$ cat config.mk
export PLATFORM = sky130hd
export DESIGN_NAME = i2c_addr_phase
export DESIGN_NICKNAME = d
export VERILOG_FILES = /design/src/rtl/i2c_ap_pkg.sv /design/src/rtl/i2c_ap_cfg_reg.sv /design/src/rtl/i2c_ap_seq.sv /design/src/rtl/i2c_addr_phase.sv
export SDC_FILE = /design/constraint.sdc
export NUM_CORES = 1
export LEC_CHECK = 0
export ABC_AREA = 1
export BUFFER_PORTS_ARGS = -buffer_cell sky130_fd_sc_hd__buf_2
export CAP_MARGIN = 25
export CORE_UTILIZATION = 48
export CTS_CLUSTER_DIAMETER = 150
export DETAILED_ROUTE_END_ITERATION = 8
export PLACE_DENSITY = 0.84
export REMOVE_ABC_BUFFERS = 1
export SYNTH_ARGS = -nofsm -noshare
export SYNTH_HDL_FRONTEND = slang
export SYNTH_SLANG_ARGS = --single-unit
$ cat constraint.sdc
create_clock -name clk -period 2.65 [get_ports clk]
set_clock_uncertainty 0.2 [all_clocks]
set_input_delay 0.265 -clock clk [delete_from_list [all_inputs] [get_ports clk]]
set_output_delay 0.265 -clock clk [all_outputs]
set_load 0.005 [all_outputs]
$ cat src/rtl/i2c_ap_pkg.sv
package i2c_ap_pkg;

  localparam int TAR_W = 10;
  localparam logic [4:0] HDR10 = 5'b11110;
  localparam logic [7:0] GCALL_BYTE = 8'h00;
  localparam logic [7:0] SBYTE_BYTE = 8'h01;

  typedef struct packed {
    logic             ten_bit;
    logic             special;
    logic             gc_sb_sel;
    logic [TAR_W-1:0] tar;
  } tgt_cfg_t;

  typedef enum logic [1:0] {
    MODE_A7  = 2'd0,
    MODE_A10 = 2'd1,
    MODE_GC  = 2'd2,
    MODE_SB  = 2'd3
  } addr_mode_e;

  // Addressing mode selected by the configuration fields
  function automatic addr_mode_e cfg_mode(input tgt_cfg_t c);
    if (c.special) return c.gc_sb_sel ? MODE_SB : MODE_GC;
    return c.ten_bit ? MODE_A10 : MODE_A7;
  endfunction

  // Index of the final byte of a sequence
  function automatic logic [1:0] seq_last(input addr_mode_e m, input logic rd);
    if (m == MODE_A10) return rd ? 2'd2 : 2'd1;
    return 2'd0;
  endfunction

  // Byte value at position idx of the address sequence
  function automatic logic [7:0] seq_byte(input logic [TAR_W-1:0] tar,
                                          input addr_mode_e m,
                                          input logic rd,
                                          input logic [1:0] idx);
    case (m)
      MODE_A7:  return {tar[6:0], rd};
      MODE_GC:  return GCALL_BYTE;
      MODE_SB:  return SBYTE_BYTE;
      default:  return (idx == 2'd1) ? tar[7:0]
                                     : {HDR10, tar[9:8], (idx == 2'd2)};
    endcase
  endfunction

endpackage

$ cat src/rtl/i2c_ap_cfg_reg.sv
module i2c_ap_cfg_reg
  import i2c_ap_pkg::*;
#(
  parameter int               REG_W   = 32,
  parameter logic [TAR_W-1:0] TAR_RST = 10'h055,
  parameter logic             TEN_RST = 1'b1
) (
  input  logic             clk,
  input  logic             rst_n,
  input  logic             wr,
  input  logic [REG_W-1:0] wdata,
  input  logic             ctl_enable,
  input  logic             ctl_master,
  input  logic             mst_active,
  input  logic             txf_empty,
  output tgt_cfg_t         cfg,
  output logic [REG_W-1:0] rdata
);
  localparam int CFG_W = $bits(tgt_cfg_t);
  localparam int PAD_W = REG_W - CFG_W;

  logic wr_open;
  logic wr_take;
  logic rsvd_hit;

  assign wr_open  = !ctl_enable || (ctl_master && !mst_active && txf_empty);
  assign wr_take  = wr && wr_open;
  assign rsvd_hit = |wdata[REG_W-1:CFG_W];

  always_ff @(posedge clk or negedge rst_n) begin
    if (!rst_n) begin
      cfg.ten_bit   <= TEN_RST;
      cfg.special   <= 1'b0;
      cfg.gc_sb_sel <= 1'b0;
      cfg.tar       <= TAR_RST;
    end else if (wr_take) begin
      cfg <= tgt_cfg_t'(wdata[CFG_W-1:0]);
    end
  end

  assign rdata = {{PAD_W{1'b0}}, cfg};

  assert_wr_block_R3: assert property (@(posedge clk) disable iff (!rst_n)
    (wr && !wr_open) |=> $stable(rdata));

  assert_wr_land_R3: assert property (@(posedge clk) disable iff (!rst_n)
    wr_take |=> (rdata[CFG_W-1:0] == $past(wdata[CFG_W-1:0])));

  assert_rsvd_drop_R2: assert property (@(posedge clk) disable iff (!rst_n)
    (wr_take && rsvd_hit) |=> (rdata[REG_W-1:CFG_W] == '0));

endmodule

$ cat src/rtl/i2c_ap_seq.sv
module i2c_ap_seq
  import i2c_ap_pkg::*;
(
  input  logic       clk,
  input  logic       rst_n,
  input  tgt_cfg_t   cfg,
  input  logic       cmd_valid,
  input  logic       cmd_read,
  output logic       cmd_ready,
  output logic       byte_valid,
  output logic [7:0] byte_data,
  output logic       byte_rstart,
  input  logic       byte_ready,
  input  logic       ack_valid,
  input  logic       ack_nack,
  input  logic       abort_clr,
  output logic       tx_abort,
  output logic       seq_done
);
  typedef enum logic [1:0] {ST_IDLE, ST_SEND, ST_WAIT} st_e;

  st_e              state;
  addr_mode_e       snap_mode;
  logic [TAR_W-1:0] snap_tar;
  logic             snap_rd;
  logic [1:0]       idx;

  // Named internal events
  logic cmd_fire, gc_read_evt, byte_fire, sb_fire;
  logic ack_evt, nack_evt, last_ack_evt, abort_set;

  assign cmd_ready    = (state == ST_IDLE) && !tx_abort;
  assign cmd_fire     = cmd_valid && cmd_ready;
  assign gc_read_evt  = cmd_fire && cmd_read && (cfg_mode(cfg) == MODE_GC);
  assign byte_valid   = (state == ST_SEND);
  assign byte_fire    = byte_valid && byte_ready;
  assign sb_fire      = byte_fire && (snap_mode == MODE_SB);
  assign ack_evt      = (state == ST_WAIT) && ack_valid;
  assign nack_evt     = ack_evt && ack_nack;
  assign last_ack_evt = ack_evt && !ack_nack && (idx == seq_last(snap_mode, snap_rd));
  assign abort_set    = gc_read_evt || nack_evt;

  assign byte_data    = seq_byte(snap_tar, snap_mode, snap_rd, idx);
  assign byte_rstart  = (snap_mode == MODE_A10) && (idx == 2'd2);

  always_ff @(posedge clk or negedge rst_n) begin
    if (!rst_n) begin
      state     <= ST_IDLE;
      snap_mode <= MODE_A7;
      snap_tar  <= '0;
      snap_rd   <= 1'b0;
      idx       <= 2'd0;
      seq_done  <= 1'b0;
    end else begin
      seq_done <= sb_fire || last_ack_evt;
      case (state)
        ST_IDLE: if (cmd_fire) begin
          snap_mode <= cfg_mode(cfg);
          snap_tar  <= cfg.tar;
          snap_rd   <= cmd_read;
          idx       <= 2'd0;
          if (!gc_read_evt) state <= ST_SEND;
        end
        ST_SEND: if (byte_fire) state <= sb_fire ? ST_IDLE : ST_WAIT;
        ST_WAIT: if (ack_evt) begin
          if (nack_evt || last_ack_evt) state <= ST_IDLE;
          else begin
            idx   <= idx + 2'd1;
            state <= ST_SEND;
          end
        end
        default: state <= ST_IDLE;
      endcase
    end
  end

  always_ff @(posedge clk or negedge rst_n) begin
    if (!rst_n)         tx_abort <= 1'b0;
    else if (abort_set) tx_abort <= 1'b1;
    else if (abort_clr) tx_abort <= 1'b0;
  end

  assert_gc_read_abort_R8: assert property (@(posedge clk) disable iff (!rst_n)
    gc_read_evt |=> (tx_abort && !byte_valid));

  assert_nack_stop_R11: assert property (@(posedge clk) disable iff (!rst_n)
    nack_evt |=> (tx_abort && !byte_valid));

  assert_abort_sticky_R12: assert property (@(posedge clk) disable iff (!rst_n)
    (tx_abort && !abort_clr) |=> tx_abort);

  assert_abort_blocks_R12: assert property (@(posedge clk) disable iff (!rst_n)
    (tx_abort && cmd_valid) |=> !byte_valid);

  assert_rstart_hdr_R6: assert property (@(posedge clk) disable iff (!rst_n)
    (byte_valid && byte_rstart) |-> ((byte_data[7:3] == HDR10) && byte_data[0]));

  assert_sb_noack_R10: assert property (@(posedge clk) disable iff (!rst_n)
    sb_fire |=> (seq_done && !byte_valid));

  assert_done_single_R13: assert property (@(posedge clk) disable iff (!rst_n)
    seq_done |=> !seq_done);

  assert_hold_R14: assert property (@(posedge clk) disable iff (!rst_n)
    (byte_valid && !byte_ready) |=>
      (byte_valid && $stable(byte_data) && $stable(byte_rstart)));

endmodule

$ cat src/rtl/i2c_addr_phase.sv
module i2c_addr_phase
  import i2c_ap_pkg::*;
#(
  parameter int               REG_W   = 32,
  parameter logic [TAR_W-1:0] TAR_RST = 10'h055,
  parameter logic             TEN_RST = 1'b1
) (
  input  logic             clk,
  input  logic             rst_n,
  input  logic             reg_wr,
  input  logic [REG_W-1:0] reg_wdata,
  output logic [REG_W-1:0] reg_rdata,
  input  logic             ctl_enable,
  input  logic             ctl_master,
  input  logic             mst_active,
  input  logic             txf_empty,
  input  logic             cmd_valid,
  input  logic             cmd_read,
  output logic             cmd_ready,
  output logic             byte_valid,
  output logic [7:0]       byte_data,
  output logic             byte_rstart,
  input  logic             byte_ready,
  input  logic             ack_valid,
  input  logic             ack_nack,
  input  logic             abort_clr,
  output logic             tx_abort,
  output logic             seq_done
);
  tgt_cfg_t cfg;

  i2c_ap_cfg_reg #(
    .REG_W  (REG_W),
    .TAR_RST(TAR_RST),
    .TEN_RST(TEN_RST)
  ) u_cfg (
    .clk       (clk),
    .rst_n     (rst_n),
    .wr        (reg_wr),
    .wdata     (reg_wdata),
    .ctl_enable(ctl_enable),
    .ctl_master(ctl_master),
    .mst_active(mst_active),
    .txf_empty (txf_empty),
    .cfg       (cfg),
    .rdata     (reg_rdata)
  );

  i2c_ap_seq u_seq (
    .clk        (clk),
    .rst_n      (rst_n),
    .cfg        (cfg),
    .cmd_valid  (cmd_valid),
    .cmd_read   (cmd_read),
    .cmd_ready  (cmd_ready),
    .byte_valid (byte_valid),
    .byte_data  (byte_data),
    .byte_rstart(byte_rstart),
    .byte_ready (byte_ready),
    .ack_valid  (ack_valid),
    .ack_nack   (ack_nack),
    .abort_clr  (abort_clr),
    .tx_abort   (tx_abort),
    .seq_done   (seq_done)
  );

endmodule

# Yosys cells after proc, flatten, opt, wreduce, memory -nomap -nowiden
# Index checks and enable logic that the tools add are counted.
# W data, S select, Z words.
[word_totals] reg_bits=32 latchBits=0 ram_bits=0 mem_bits_ro=0 input_bits=45 out_inout_bits=45 elab_cells=82 mem_count=0
[op_classes] addsub=1 multipliers=0 n_div=0 order_cmp=0 n_eq_ne=14 shifts=0 mux=27 bitwise=0 n_reduce_logical=29
[ops] operator="$mux W2" count=14
[ops] operator="$pmux W8 S3" count=1
[ops] operator="$logic_and A1 B1 Y1" count=14
[ops] operator="$eq A2 B2 Y1 const B" count=5
[ops] operator="$mux W1" count=9
[ops] operator="$mux W8" count=1
[ops] operator="$reduce_and A4 Y1" count=2
[ops] operator="$eq A2 B1 Y1 const B" count=3
[ops] operator="$ne A2 B2 Y1 const B" count=3
[ops] operator="$pmux W2 S3" count=1
[ops] operator="$logic_not A1 Y1" count=4
[ops] operator="$logic_not A2 Y1" count=2
[ops] operator="$logic_or A1 B1 Y1" count=4
[ops] operator="$ne A2 B1 Y1 const B" count=2
[ops] operator="$pmux W2 S2" count=1
[ops] operator="$reduce_bool A2 Y1" count=2
[ops] operator="$add A2 B1 Y2 const B" count=1
[ops] operator="$eq A2 B2 Y1" count=1
[ops] operator="$reduce_and A2 Y1" count=1

# Logic depth before layout (Yosys ltp)
[depth] word_depth=9 ltp_mapped=8 mapped_depth_nobuf=8

# Hierarchy
# From an unflattened synthesis, not the netlist that was laid out.
[unflattened] cells_unflattened=238 hier_area_um2=1906.8
[modules_own_cells] mod="i2c_ap_seq" instances=1 cells_each=146 area_per_inst_um2=1106.1 seq_area_each_um2=475.5
[modules_own_cells] mod="i2c_ap_cfg_reg" instances=1 cells_each=92 area_per_inst_um2=800.8 seq_area_each_um2=331.6

# Worst setup path before layout
# OpenSTA, ideal clock, no wires.
[synth_timing] path_type="register to output" from="reg u_seq.idx[1]" to="out byte_data[3]" arrival_ps=1027 t_required_ps=2185 setup_slack_ps=1158 path_stages_with_launch=5 path_buffers=0 cell_sequence="dfrtp_1 inv_1 ha_1 inv_1 o31ai_1"
[synth_between] elab_chain_cells=3
[synth_lines] element="start, declared" line="i2c_ap_seq.sv:26" source="logic [1:0] idx;"
[synth_lines] element="start signal, assigned" line="i2c_ap_seq.sv:68" source="idx <= idx + 2'd1;"
[synth_lines] element="$eq A2 B1 Y1" line="i2c_ap_pkg.sv:43" source="default: return (idx == 2'd1) ? tar[7:0]"
[synth_lines] element="$mux W8" line="i2c_ap_pkg.sv:43"
[synth_lines] element="$pmux W8 S3" line="i2c_ap_pkg.sv:39" source="case (m)"
[synth_lines] element="end, declared" line="i2c_addr_phase.sv:21" source="output logic [7:0] byte_data,"
# No other way between the ends.

# Final worst setup path
[layout_timing] from="reg u_seq.state[0]" to="reg u_seq.tx_abort"
[layout_between] elab_chain_cells=7 word_cells_on_any_way=11 cone_classes="eq/ne: 1; mux: 1; reduce/logical: 9"
[layout_lines] element="start, declared" line="i2c_ap_seq.sv:22" source="st_e state;"
[layout_lines] element="start signal, assigned" line="i2c_ap_seq.sv:64" source="ST_SEND: if (byte_fire) state <= sb_fire ? ST_IDLE : ST_WAIT;"
[layout_lines] element="$logic_not A2 Y1" line="i2c_ap_seq.sv:32" source="assign cmd_ready = (state == ST_IDLE) && !tx_abort;"
[layout_lines] element="$logic_and A1 B1 Y1" line="i2c_ap_seq.sv:32"
[layout_lines] element="$logic_and A1 B1 Y1" line="i2c_ap_seq.sv:33" source="assign cmd_fire = cmd_valid && cmd_ready;"
[layout_lines] element="$logic_and A1 B1 Y1 (2 in series)" line="i2c_ap_seq.sv:34" source="assign gc_read_evt = cmd_fire && cmd_read && (cfg_mode(cfg) == MODE_GC);"
[layout_lines] element="$logic_or A1 B1 Y1 (*)" line="i2c_ap_seq.sv:41" source="assign abort_set = gc_read_evt || nack_evt;"
[layout_lines] element="$mux W1 / $reduce_bool A2 Y1 (equally long branches)"
[layout_lines] element="end signal, assigned" line="i2c_ap_seq.sv:78" source="if (!rst_n) tx_abort <= 1'b0;"
[layout_lines] element="end signal, assigned" line="i2c_ap_seq.sv:79" source="else if (abort_set) tx_abort <= 1'b1;"
[layout_lines] element="end signal, assigned" line="i2c_ap_seq.sv:80" source="else if (abort_clr) tx_abort <= 1'b0;"
[layout_lines] element="end, declared" line="i2c_ap_seq.sv:17" source="output logic tx_abort,"
# Every way passes the cells marked *; elsewhere a longest branch is shown, timed or not.
# A chain may end at the register's enable or synchronous reset.

==> summary.md <==
| Metric | Value |
|---|---|
| Outcome | `finished clean` |
| Port bufs | `51` |
| Vias | `around 1,600` |
| Crit start category | `register` |
| Final Critical Period | `approximately 2100 ps` |
| Dpl hpwl | `about 2.4 mm` |
| R2R depth | `6` |
| Slew HR | `between 50% and 60%` |
| Clk_lat worst skew | `around 330 ps` |
| Synth Register Bits | `32` |
| Synth warn | `0` |
| CP Class | `register to register` |
| Clock-pin slew on the worst setup and hold paths | `~90 ps` |
| Hold Crit Class | `input pin to register` |
| Worst path cell trace | `nor2_2, nand3_2, inv_6, nand2_2, o221ai_2, dlygate4sd3_1` |
| Starting Density | `roughly half` |
| Via density | `~4.7` |
| Ports | `90` |
| Max-cap violations | `0` |
| Worst slew pin tran | `between 700 and 800 ps` |
| Critical path fanouts, max | `20` |
| Post-CTS sizing | `0` |
| Finished Core Util | `64.60%` |
| Initial antenna violation count | `0` |
| Register area share after synthesis | `between 40% and 50%` |
| Count of different cell masters after synthesis | `29` |
| Vias in the first global route | `about 1,400` |
| Clock root buffer | `clkbuf_4` |
| DR pass1 iterations | `4` |
| Synthesized area | `1718 um^2` |
| Grt total ovfl | `0` |
| Post-route ant nets | `0` |
| Htree depth | `2` |
| Yosys top cell by area | `dfrtp_1` |
| Hold Buf Count CTS | `20` |
| Die Y | `about 62 um` |
| Slowest cell delay on critical path | `between 500 and 600 ps` |
| # DRC | `0` |
| Setup TNS | `0 ps` |
| Gp weighted congestion | `approximately 0.8` |
| Ratio of cells with drive above 1 in the final layout | `26.92%` |
| Setup Slack @ Placement | `~930 ps` |
| Area Growth Syn to Fin | `27.46%` |
| Period Utilization, post-route | `81.07%` |
| TritonCTS Sinks | `32` |
| DIE AREA | `3822 um^2` |
| First-pass GRT wire length | `~5.4 mm` |
| Total chip power | `1.881 mW` |
| CP Capture Type | `register` |
| 1st-iter DRT viols | `about 50` |
| Slowest-stage cell, CP | `dlygate4sd3_1` |
| Avg Cell Area, Syn | `8.103 um^2` |
| Total track usage | `approximately a fifth` |
| Met3 global-route usage | `under 10%` |
| Share of the synthesized area in the top cell type | `roughly two fifths` |
| Max frequency | `465.5 MHz` |
| Setup Fix Bufs, Post-CTS | `0` |
| # rows | `21` |
| WP data arrival | `2230 ps` |
| Worst Hold Depth | `3` |
| Clk buf depth | `2` |
| Max rail drop VDD | `roughly 0.44 mV` |
| Most frequent cells in the layout | `buf_2 (51), nand2_1 (42), dfrtp_1 (27)` |
| Power Density | `around 860 nW/um^2` |
| Met1 Use GR | `between 20% and 30%` |
| Data required, critical path | `about 2700 ps` |
| RSZ-0062 raised after global routing | `false` |
| Main area contributors after synthesis | `dfrtp_1 (39%), nand2_1 (9.2%), buf_4 (8.3%)` |
| Inserted Clock Buffers | `5` |
| Post-Synthesis Cells | `212` |
| TritonCTS clock tree | `done` |
| Post-route insts no fill | `~330` |
| Met2 usage | `34.72%` |
| Setup ws final | `~500 ps` |
| Gr busiest metal | `met2` |
| Max Transition Viols Final | `0` |
| Ant diodes | `0` |
| Core ar. | `about 3400 um^2` |
| Nets | `332` |
| Largest net degree at the start of global routing | `33` |
| Final WL | `around 3.4 mm` |
| Commonest non-fill, non-tap cell in the layout | `buf_2` |
| Placed Instances | `around 300` |
| Die W | `roughly 62 um` |
| Final Setup Violations | `0` |
| WL per Instance | `~10 um` |
| Final hold vios | `0` |
| Leak Pwr | `~1.2 nW` |
kinds of logic (layout without fill, tap and decap cells):
kind of cell / Yosys count / count (layout) / share of synthesized area (%)
AOI/OAI and AO/OA: 43 / 43 / 13.91
adders and majority gates: 2 / 2 / 1.456
buffers and inverters: 51 / 107 / 16.17
DFF: 32 / 32 / 46.98
other: 1 / 19 / 0.2183
and+or+nand+nor: 83 / 83 / 21.27
registers in the layout (all words and copies together) (netlist names):
| name | flops |
|---|---|
| u_cfg.cfg | 13 |
| u_seq.idx | 2 |
| u_seq.seq_done | 1 |
| u_seq.snap_mode | 2 |
| u_seq.snap_rd | 1 |
| u_seq.snap_tar | 10 |
| u_seq.state | 2 |
| u_seq.tx_abort | 1 |
layout make-up:
| class | count | area, um^2 |
|---|---|---|
| fill | 312 | 1200 |
| sequential | 32 | 807.0 |
| multi-input combinational | 147 | 700.7 |
| timing repair buffer | 71 | 455.4 |
| inverter | 28 | 110.1 |
| clock buffer | 8 | 58.81 |
| tap | 46 | 57.56 |
power breakdown:
part | total, mW | switching, mW | internal [mW]
clock | 0.288 | 0.158 | 0.131
combinational | 0.816 | 0.485 | 0.331
sequential | 0.776 | 0.124 | 0.653
total | 1.88 | 0.766 | 1.11
final timing paths:
path	startpoint	to	slack, ps
min in group asynchronous	rst_n	u_seq.state[1]	310
max reg2reg	u_seq.state[0]	u_seq.tx_abort	500
min reg2reg	u_cfg.cfg[12]	u_cfg.cfg[12]	270
max in group asynchronous	rst_n	u_seq.snap_tar[8]	1480
max	u_seq.state[0]	u_seq.tx_abort	500
min	reg_wr	u_cfg.cfg[9]	10
per-stage QoR:
| stage | area, um^2 | hold WS (ps) |
|---|---|---|
| 3_5_place_dp | 1931 | 156.1 |
| 2_1_floorplan | 1618 | -230.6 |
| 5_1_grt | 2190 | 25.63 |
| 6_report | 2190 | 12.92 |
| 4_1_cts | 2190 | 1.159 |
| 3_3_place_gp | 1931 | 147.0 |
per-layer routing:
metal  vias up  wire length, um
li1        789                -
met1       726             1554
met2        51             1689
met3         4              175
met4         0               30
met5         -                0
worst max-delay path: cells and delay by family (launching register included):
family          cells  cell delay, ps
simple gates        3             560
flops               1             450
buf+inv             2             750
compound gates      1             120
cell usage after synthesis (all sizes together):
library cell  instances
nand2                45
inv                  28
dfrtp                27
o21ai                25
buf                  22
nor2                 21
a21oi                14
nand3                13
dfstp                 5
ha                    2
nand4                 2
clkbuf                1
conb                  1
nand3b                1
nor3                  1
o211ai                1
o221ai                1
o22ai                 1
o31ai                 1
No activity file was read; power rests on OpenSTA's default activity.
